## config.mk

```make
export PLATFORM = sky130hd
export DESIGN_NAME = spe_flag_gen
export DESIGN_NICKNAME = d
export VERILOG_FILES = /design/src/rtl/spe_flag_pkg.sv /design/src/rtl/frame_pos_counter.sv /design/src/rtl/trib_ctx.sv /design/src/rtl/flag_decode.sv /design/src/rtl/spe_flag_gen.sv
export SDC_FILE = /design/constraint.sdc
export NUM_CORES = 1
export LEC_CHECK = 0
export BUFFER_PORTS_ARGS = -buffer_cell sky130_fd_sc_hd__buf_2
export CAP_MARGIN = 30
export CELL_PAD_IN_SITES_DETAIL_PLACEMENT = 1
export CELL_PAD_IN_SITES_GLOBAL_PLACEMENT = 1
export CORE_MARGIN = 2
export CORE_UTILIZATION = 51
export CTS_BUF_LIST = sky130_fd_sc_hd__clkbuf_4 sky130_fd_sc_hd__clkbuf_8
export DETAILED_ROUTE_END_ITERATION = 6
export GPL_TIMING_DRIVEN = 0
export MAX_ROUTING_LAYER = met4
export PLACE_DENSITY_LB_ADDON = 0.2
export RECOVER_POWER = 50
export SLEW_MARGIN = 30
export SYNTH_ARGS = -nofsm -noshare
export SYNTH_HDL_FRONTEND = slang
export SYNTH_SLANG_ARGS = --single-unit
```

## constraint.sdc

```tcl
create_clock -name clk -period 25.7 [get_ports clk]
set_clock_uncertainty 0.15 [all_clocks]
set_input_delay 3.855 -clock clk [delete_from_list [all_inputs] [get_ports clk]]
set_output_delay 3.855 -clock clk [all_outputs]
set_load 0.03 [all_outputs]
```

## src/rtl/spe_flag_pkg.sv

```systemverilog
`timescale 1ns/1ps
package spe_flag_pkg;
  // Per-tributary justification code sampled at frame start.
  typedef enum logic [1:0] {
    JUST_NONE = 2'b00,
    JUST_NEG  = 2'b01,
    JUST_POS  = 2'b10,
    JUST_RSVD = 2'b11
  } just_e;
endpackage

```

## src/rtl/frame_pos_counter.sv

```systemverilog
`timescale 1ns/1ps
module frame_pos_counter #(
  parameter int ROWS   = 9,
  parameter int GROUPS = 90,
  parameter int TRIBS  = 12,
  localparam int ROW_W  = $clog2(ROWS),
  localparam int GRP_W  = $clog2(GROUPS),
  localparam int TRIB_W = $clog2(TRIBS)
) (
  input  logic              clk,
  input  logic              rst,
  input  logic              frame_start,
  output logic [ROW_W-1:0]  row,
  output logic [GRP_W-1:0]  grp,
  output logic [TRIB_W-1:0] trib
);
  localparam logic [ROW_W-1:0]  ROW_LAST  = ROW_W'(ROWS - 1);
  localparam logic [GRP_W-1:0]  GRP_LAST  = GRP_W'(GROUPS - 1);
  localparam logic [TRIB_W-1:0] TRIB_LAST = TRIB_W'(TRIBS - 1);

  // Byte slot = grp * TRIBS + trib; tributary index runs fastest.
  always_ff @(posedge clk) begin
    if (rst || frame_start) begin
      row  <= '0;
      grp  <= '0;
      trib <= '0;
    end else if (trib == TRIB_LAST) begin
      trib <= '0;
      if (grp == GRP_LAST) begin
        grp <= '0;
        row <= (row == ROW_LAST) ? '0 : row + ROW_W'(1);
      end else begin
        grp <= grp + GRP_W'(1);
      end
    end else begin
      trib <= trib + TRIB_W'(1);
    end
  end
endmodule

```

## src/rtl/trib_ctx.sv

```systemverilog
`timescale 1ns/1ps
module trib_ctx
  import spe_flag_pkg::*;
#(
  parameter int ROWS     = 9,
  parameter int PAY_COLS = 87,
  parameter int H3_ROW   = 3,
  parameter int PCOL_W   = 7,
  localparam int PTR_MAX = ROWS * PAY_COLS - 1,
  localparam int PTR_W   = $clog2(PTR_MAX + 1),
  localparam int ROW_W   = $clog2(ROWS)
) (
  input  logic              clk,
  input  logic              rst,
  input  logic              frame_start,
  input  logic [PTR_W-1:0]  ptr_in,
  input  logic [1:0]        just_in,
  input  logic              ais_in,
  input  logic              cmem_in,
  output just_e             just_q,
  output logic              ais_q,
  output logic              cmem_q,
  output logic [ROW_W-1:0]  j1_row,
  output logic [PCOL_W-1:0] j1_pcol
);
  localparam logic [PTR_W-1:0] PTR_MAX_V = PTR_W'(PTR_MAX);

  logic [PTR_W-1:0] ptr_q;
  logic [PTR_W-1:0] ptr_nxt;

  // Offset for the coming frame: a justification in the frame now ending
  // steps the old offset and overrides the input; otherwise load if legal.
  always_comb begin
    unique case (just_q)
      JUST_NEG: ptr_nxt = (ptr_q == '0) ? PTR_MAX_V : ptr_q - PTR_W'(1);
      JUST_POS: ptr_nxt = (ptr_q == PTR_MAX_V) ? '0 : ptr_q + PTR_W'(1);
      default:  ptr_nxt = (ptr_in <= PTR_MAX_V) ? ptr_in : ptr_q;
    endcase
  end

  always_ff @(posedge clk) begin
    if (rst) begin
      ptr_q  <= '0;
      just_q <= JUST_NONE;
      ais_q  <= 1'b0;
      cmem_q <= 1'b0;
    end else if (frame_start) begin
      ptr_q  <= ptr_nxt;
      just_q <= just_e'(just_in);
      ais_q  <= ais_in;
      cmem_q <= cmem_in;
    end
  end

  // Offset 0 is the payload byte right after H3; rows wrap modulo ROWS.
  always_comb begin
    int unsigned quo;
    int unsigned rem;
    int unsigned rsum;
    quo  = 32'(ptr_q) / PAY_COLS;
    rem  = 32'(ptr_q) % PAY_COLS;
    rsum = quo + H3_ROW;
    if (rsum >= ROWS) rsum = rsum - ROWS;
    j1_row  = ROW_W'(rsum);
    j1_pcol = PCOL_W'(rem);
  end
endmodule

```

## src/rtl/flag_decode.sv

```systemverilog
`timescale 1ns/1ps
module flag_decode
  import spe_flag_pkg::*;
#(
  parameter int TRIBS        = 12,
  parameter int OH_COLS      = 3,
  parameter int ROW_W        = 4,
  parameter int GRP_W        = 7,
  parameter int TRIB_W       = 4,
  parameter int H3_ROW       = 3,
  parameter int TRACE_ROW    = 0,
  parameter int TRACE_OH_COL = 2,
  parameter int TRACE_TRIB   = 0
) (
  input  logic [ROW_W-1:0]              row,
  input  logic [GRP_W-1:0]              grp,
  input  logic [TRIB_W-1:0]             trib,
  input  just_e [TRIBS-1:0]             just_q,
  input  logic [TRIBS-1:0]              ais_q,
  input  logic [TRIBS-1:0]              cmem_q,
  input  logic [TRIBS-1:0][ROW_W-1:0]   j1_row,
  input  logic [TRIBS-1:0][GRP_W-1:0]   j1_pcol,
  output logic                          spe,
  output logic                          c1j1
);
  localparam logic [GRP_W-1:0]  OH_V       = GRP_W'(OH_COLS);
  localparam logic [GRP_W-1:0]  H3_GRP_V   = GRP_W'(OH_COLS - 1);
  localparam logic [ROW_W-1:0]  H3_ROW_V   = ROW_W'(H3_ROW);
  localparam logic [ROW_W-1:0]  TR_ROW_V   = ROW_W'(TRACE_ROW);
  localparam logic [GRP_W-1:0]  TR_GRP_V   = GRP_W'(TRACE_OH_COL);
  localparam logic [TRIB_W-1:0] TR_TRIB_V  = TRIB_W'(TRACE_TRIB);

  logic             in_oh;
  logic [GRP_W-1:0] pcol;
  just_e            cur_just;
  logic             trace_hit, h3_hit, stuff_hit, pay_valid, j1_hit;

  always_comb begin
    in_oh     = grp < OH_V;
    pcol      = grp - OH_V;
    cur_just  = just_q[trib];
    trace_hit = (row == TR_ROW_V) && (grp == TR_GRP_V) && (trib == TR_TRIB_V);
    h3_hit    = (row == H3_ROW_V) && (grp == H3_GRP_V);
    stuff_hit = (row == H3_ROW_V) && (pcol == '0);
    pay_valid = !(stuff_hit && (cur_just == JUST_POS));
    j1_hit    = (row == j1_row[trib]) && (pcol == j1_pcol[trib]) &&
                !ais_q[trib] && !cmem_q[trib];
    if (in_oh) begin
      spe  = h3_hit && (cur_just == JUST_NEG);
      c1j1 = trace_hit;
    end else begin
      spe  = pay_valid;
      c1j1 = pay_valid && j1_hit;
    end
  end
endmodule

```

## src/rtl/spe_flag_gen.sv

```systemverilog
`timescale 1ns/1ps
module spe_flag_gen
  import spe_flag_pkg::*;
#(
  parameter int TRIBS        = 12,
  parameter int OH_COLS      = 3,
  parameter int PAY_COLS     = 87,
  parameter int ROWS         = 9,
  parameter int H3_ROW       = 3,
  parameter int TRACE_ROW    = 0,
  parameter int TRACE_OH_COL = 2,
  parameter int TRACE_TRIB   = 0,
  localparam int GROUPS = OH_COLS + PAY_COLS,
  localparam int ROW_W  = $clog2(ROWS),
  localparam int GRP_W  = $clog2(GROUPS),
  localparam int TRIB_W = $clog2(TRIBS),
  localparam int COL_W  = $clog2(GROUPS * TRIBS),
  localparam int PTR_W  = $clog2(ROWS * PAY_COLS)
) (
  input  logic                   clk,
  input  logic                   rst,
  input  logic                   frame_start,
  input  logic [TRIBS*PTR_W-1:0] ptr_in,
  input  logic [TRIBS*2-1:0]     just_in,
  input  logic [TRIBS-1:0]       ais_in,
  input  logic [TRIBS-1:0]       cmem_in,
  output logic                   spe,
  output logic                   c1j1,
  output logic [ROW_W-1:0]       row_o,
  output logic [COL_W-1:0]       col_o
);
  logic [ROW_W-1:0]            row;
  logic [GRP_W-1:0]            grp;
  logic [TRIB_W-1:0]           trib;
  just_e [TRIBS-1:0]           just_q;
  logic [TRIBS-1:0]            ais_q;
  logic [TRIBS-1:0]            cmem_q;
  logic [TRIBS-1:0][ROW_W-1:0] j1_row;
  logic [TRIBS-1:0][GRP_W-1:0] j1_pcol;

  frame_pos_counter #(
    .ROWS(ROWS), .GROUPS(GROUPS), .TRIBS(TRIBS)
  ) u_pos (
    .clk(clk), .rst(rst), .frame_start(frame_start),
    .row(row), .grp(grp), .trib(trib)
  );

  for (genvar i = 0; i < TRIBS; i++) begin : g_trib
    trib_ctx #(
      .ROWS(ROWS), .PAY_COLS(PAY_COLS), .H3_ROW(H3_ROW), .PCOL_W(GRP_W)
    ) u_ctx (
      .clk(clk), .rst(rst), .frame_start(frame_start),
      .ptr_in(ptr_in[i*PTR_W +: PTR_W]),
      .just_in(just_in[i*2 +: 2]),
      .ais_in(ais_in[i]),
      .cmem_in(cmem_in[i]),
      .just_q(just_q[i]),
      .ais_q(ais_q[i]),
      .cmem_q(cmem_q[i]),
      .j1_row(j1_row[i]),
      .j1_pcol(j1_pcol[i])
    );
  end

  flag_decode #(
    .TRIBS(TRIBS), .OH_COLS(OH_COLS), .ROW_W(ROW_W), .GRP_W(GRP_W),
    .TRIB_W(TRIB_W), .H3_ROW(H3_ROW), .TRACE_ROW(TRACE_ROW),
    .TRACE_OH_COL(TRACE_OH_COL), .TRACE_TRIB(TRACE_TRIB)
  ) u_dec (
    .row(row), .grp(grp), .trib(trib),
    .just_q(just_q), .ais_q(ais_q), .cmem_q(cmem_q),
    .j1_row(j1_row), .j1_pcol(j1_pcol),
    .spe(spe), .c1j1(c1j1)
  );

  assign row_o = row;
  assign col_o = COL_W'(grp) * COL_W'(TRIBS) + COL_W'(trib);
endmodule

```

==> out/qor.yml <==
routing:
  m1WireLength_mm: 65.5
  met3_length_mm: 12.1
  wirelength_mm: 153
  top_layer: "met4"
  antenna_left: 0
  first_pass_iters: 5
  vias: 43600
  wl_met2_mm: 68.6
  drcViolationCount: 0
  viasPerCell: 6.95
  first_iter_violations: 4552
  wire_per_inst_um: 24.4
min_path:
  hold_path_class: "reg -> reg"
  min_from: "g_trib[8].u_ctx.ais_q"
clocking:
  cts_tree: "yes"
  cts_hold_buf: 0
  cts.path.max_buffers: 2
  cts_sinks: 183
  cts_resized: 0
  clk_pin_slew_ps: 130
  htree_levels: 4
  postCtsSetupRepairBufs: 0
  cts_root_buf: "clkbuf_8"
  clock_latency_ps: 620
  cts_inserted_buffers: 17
timing:
  finalCritPeriodShare: 0.601
  max_freq_mhz: 64.8
  slew_violations: 31
  maxSlewHeadroom: -0.0698
  setup_viol_count_final: 0
  rsz0062_at_grt: "false"
  post-route-min-period_ps: 15430
  tns_ps: 0
  worst_pin_slew_ps: 1600
  hold_viol: 0
power:
  leakage_uw: 0.0145
  vdd_drop_max_uv: 37.3
  power_density_nw_per_um2: 45.8
global_routing:
  grt_pass1_wl_mm: 238
  grt_pass1_vias: 42000
  antenna_found_initial: 11
  grt_usage: 0.427
  grt_overflow: 0
  grt_start_max_net_pins: 19
floorplanning:
  dieArea_um2: 71100
  design.core.area_um2: 68500
  fp.dieH_um: 267
  fp-row-count: 96
  initial_core_util: 0.514
  die-width_um: 267
  pin_count: 188
setup_path:
  slowest_delay_ps: 600
  crit_fanout: 10
  crit_slowest_cell: "a311oi_4"
  reg2regPathDepth: 6
  cp-startpoint: "g_trib[0].u_ctx.ptr_q[7]"
  crit_path_start_kind: "flip-flop"
  worstSetupEndpoint: "c1j1"
  crit_type: "reg -> out"
  crit-reg2reg-launch: "u_pos.trib[0]"
  critPathRequiredTime_ps: 21690
  r2r-end: "u_pos.trib[0]"
  path_common_cell: "ha_1"
  endpoint_kind: "output pin"
  cp_data_arrival_time_ps: 11430
  reg2reg_slack_ps: 21390
yosys:
  netlist_instances: 5154
  syn_nets: 5535
  synth.most_common_cell: "nor2_1"
  syn_area_per_cell_um2: 6.82
  yosysTopAreaCell: "dfxtp_1"
  synth_edf_count: 0
  synth-seq-cells: 183
  ys_seq_area_frac: 0.104
  syn_area_um2: 35200
  async_reset_ff_frac: 0
  synthFlopType: "dfxtp_1"
  synthTopCellsByArea: "dfxtp_1 10%, ha_1 7.4%, a21oi_1 6.2%"
  ys_types: 146
  synth.top_cell.area_share: 0.104
  synth_commonest_cells: "562 x nor2_1, 444 x nand2_1, 439 x a21oi_1"
  yosys_warnings: 0
finish:
  fin_cells: 6266
  area_delta_synth_final_pct: 7.36
  drive_above_1_share: 0.0991
  num-nets-final: 5744
place:
  place_hpwl_mm: 121
  routabilityCongestion: 1.03
  dp_cells: 6226
  io_buffer_count: 185
run_status:
  violations: "capacitance limit, slew limit"
  status: "complete, but fails checks"
run:
  cap_violations: 4
[state kept, by name, indices dropped and copies added (netlist names)]
signal and flops:
g_trib.u_ctx.just_q 24, g_trib.u_ctx.ais_q 12, g_trib.u_ctx.ptr_q 120, g_trib.u_ctx.cmem_q 12
u_pos.row 4, u_pos.trib 4, u_pos.grp 7
[report_power, final]
group          internal (uW)  switching [uW]
clock                   90.0             146
sequential               303            26.7
combinational            403             760
total                    796             933
[cells in the final DEF, fill, tap and decap left out, types with 24 or more instances in the layout]
cell type  synthesis  layout
a211oi_1         182     182
nor2_1           562     562
o21ai_0          253     252
nand2b_1          52      52
a221o_1           28      28
nor2b_1           58      58
or4_1             36      36
or3_1             48      48
or2_2             33      33
dfxtp_1          183     183
xnor2_1          168     168
mux2_2            31      31
a221oi_1          45      45
o31ai_1           50      47
clkbuf_1         219     216
ha_1             208     208
a21boi_0          24      24
o22ai_1           66      66
a31oi_1           75      75
nand2_1          444     444
and3_1            61      61
nand3_1          186     186
buf_1             33      29
nand4_1           65      65
a21oi_1          439     439
mux2i_1          116     116
o211ai_1          71      71
buf_2             77     259
nor4_1            48      48
a21o_1            74      74
a211o_1           45      45
o221ai_1          24      24
xor2_1            58      58
o21a_1            37      37
inv_1            197     197
a22oi_1           44      44
and2_1            63      63
nor3_1           167     166
[how the worst min path moves through the flow]
stage,endpoint,cells after the start
global placement,g_trib[9].u_ctx.cmem_q,2
detailed placement,g_trib[8].u_ctx.ais_q,2
floorplan,g_trib[0].u_ctx.ais_q,2
finish,g_trib[8].u_ctx.ais_q,2
global route,g_trib[7].u_ctx.cmem_q,2
CTS,g_trib[8].u_ctx.ais_q,2
[area by class of cell]
class / count / area [um2]
fillers: 9347 / 30700
multi-input cells: 4409 / 29200
flip-flops and latches: 183 / 3660
plain buffers: 341 / 1460
well taps: 882 / 1100
repair buffers: 190 / 1010
inverters: 221 / 838
clock buffers: 17 / 234
clock inverters: 15 / 181
diodes: 8 / 20.0
[routing by layer]
| layer | vias up | track usage |
|---|---|---|
| met1 | 21400 | 0.545 |
| met2 | 1830 | 0.667 |
| met3 | 362 | 0.0614 |
| met4 | 0 | 0.189 |
| li1 | 20000 | - |
| met5 | - | - |
[stage by stage]
| step | total power (uW) | hold slack (ps) | utilization | setup WS [ps] | area [um2] |
|---|---|---|---|---|---|
| detailed placement | 1450 | 340 | 0.546 | 11290 | 37400 |
| CTS | 1690 | 366 | 0.552 | 10560 | 37800 |
| global placement | 1420 | 316 | 0.543 | 11600 | 37200 |
| global route | 1830 | 410 | 0.551 | 9570 | 37700 |
| finish | 1730 | 359 | 0.551 | 10270 | 37700 |
| floorplan | 1130 | 303 | - | 13630 | 35200 |
[worst max-delay path, delay by kind of cell, from the launching register on]
family / cells / cell delay, ps
AO/OA/AOI/OAI: 17 / 4310
adder cells (fa/ha/maj): 4 / 1060
buffers and inverters: 7 / 1920
flip-flops: 1 / 510
multiplexers: 2 / 500
XOR/XNOR: 3 / 680
AND/OR/NAND/NOR: 9 / 1830
[kinds of logic after synthesis]
family	synth area share
flip-flops	0.104
AND/OR/NAND/NOR	0.277
multiplexers	0.0504
buffers and inverters	0.0649
XOR/XNOR	0.0563
AO/OA/AOI/OAI	0.372
adder cells (fa/ha/maj)	0.0754
(Power assumes the default switching activity.)
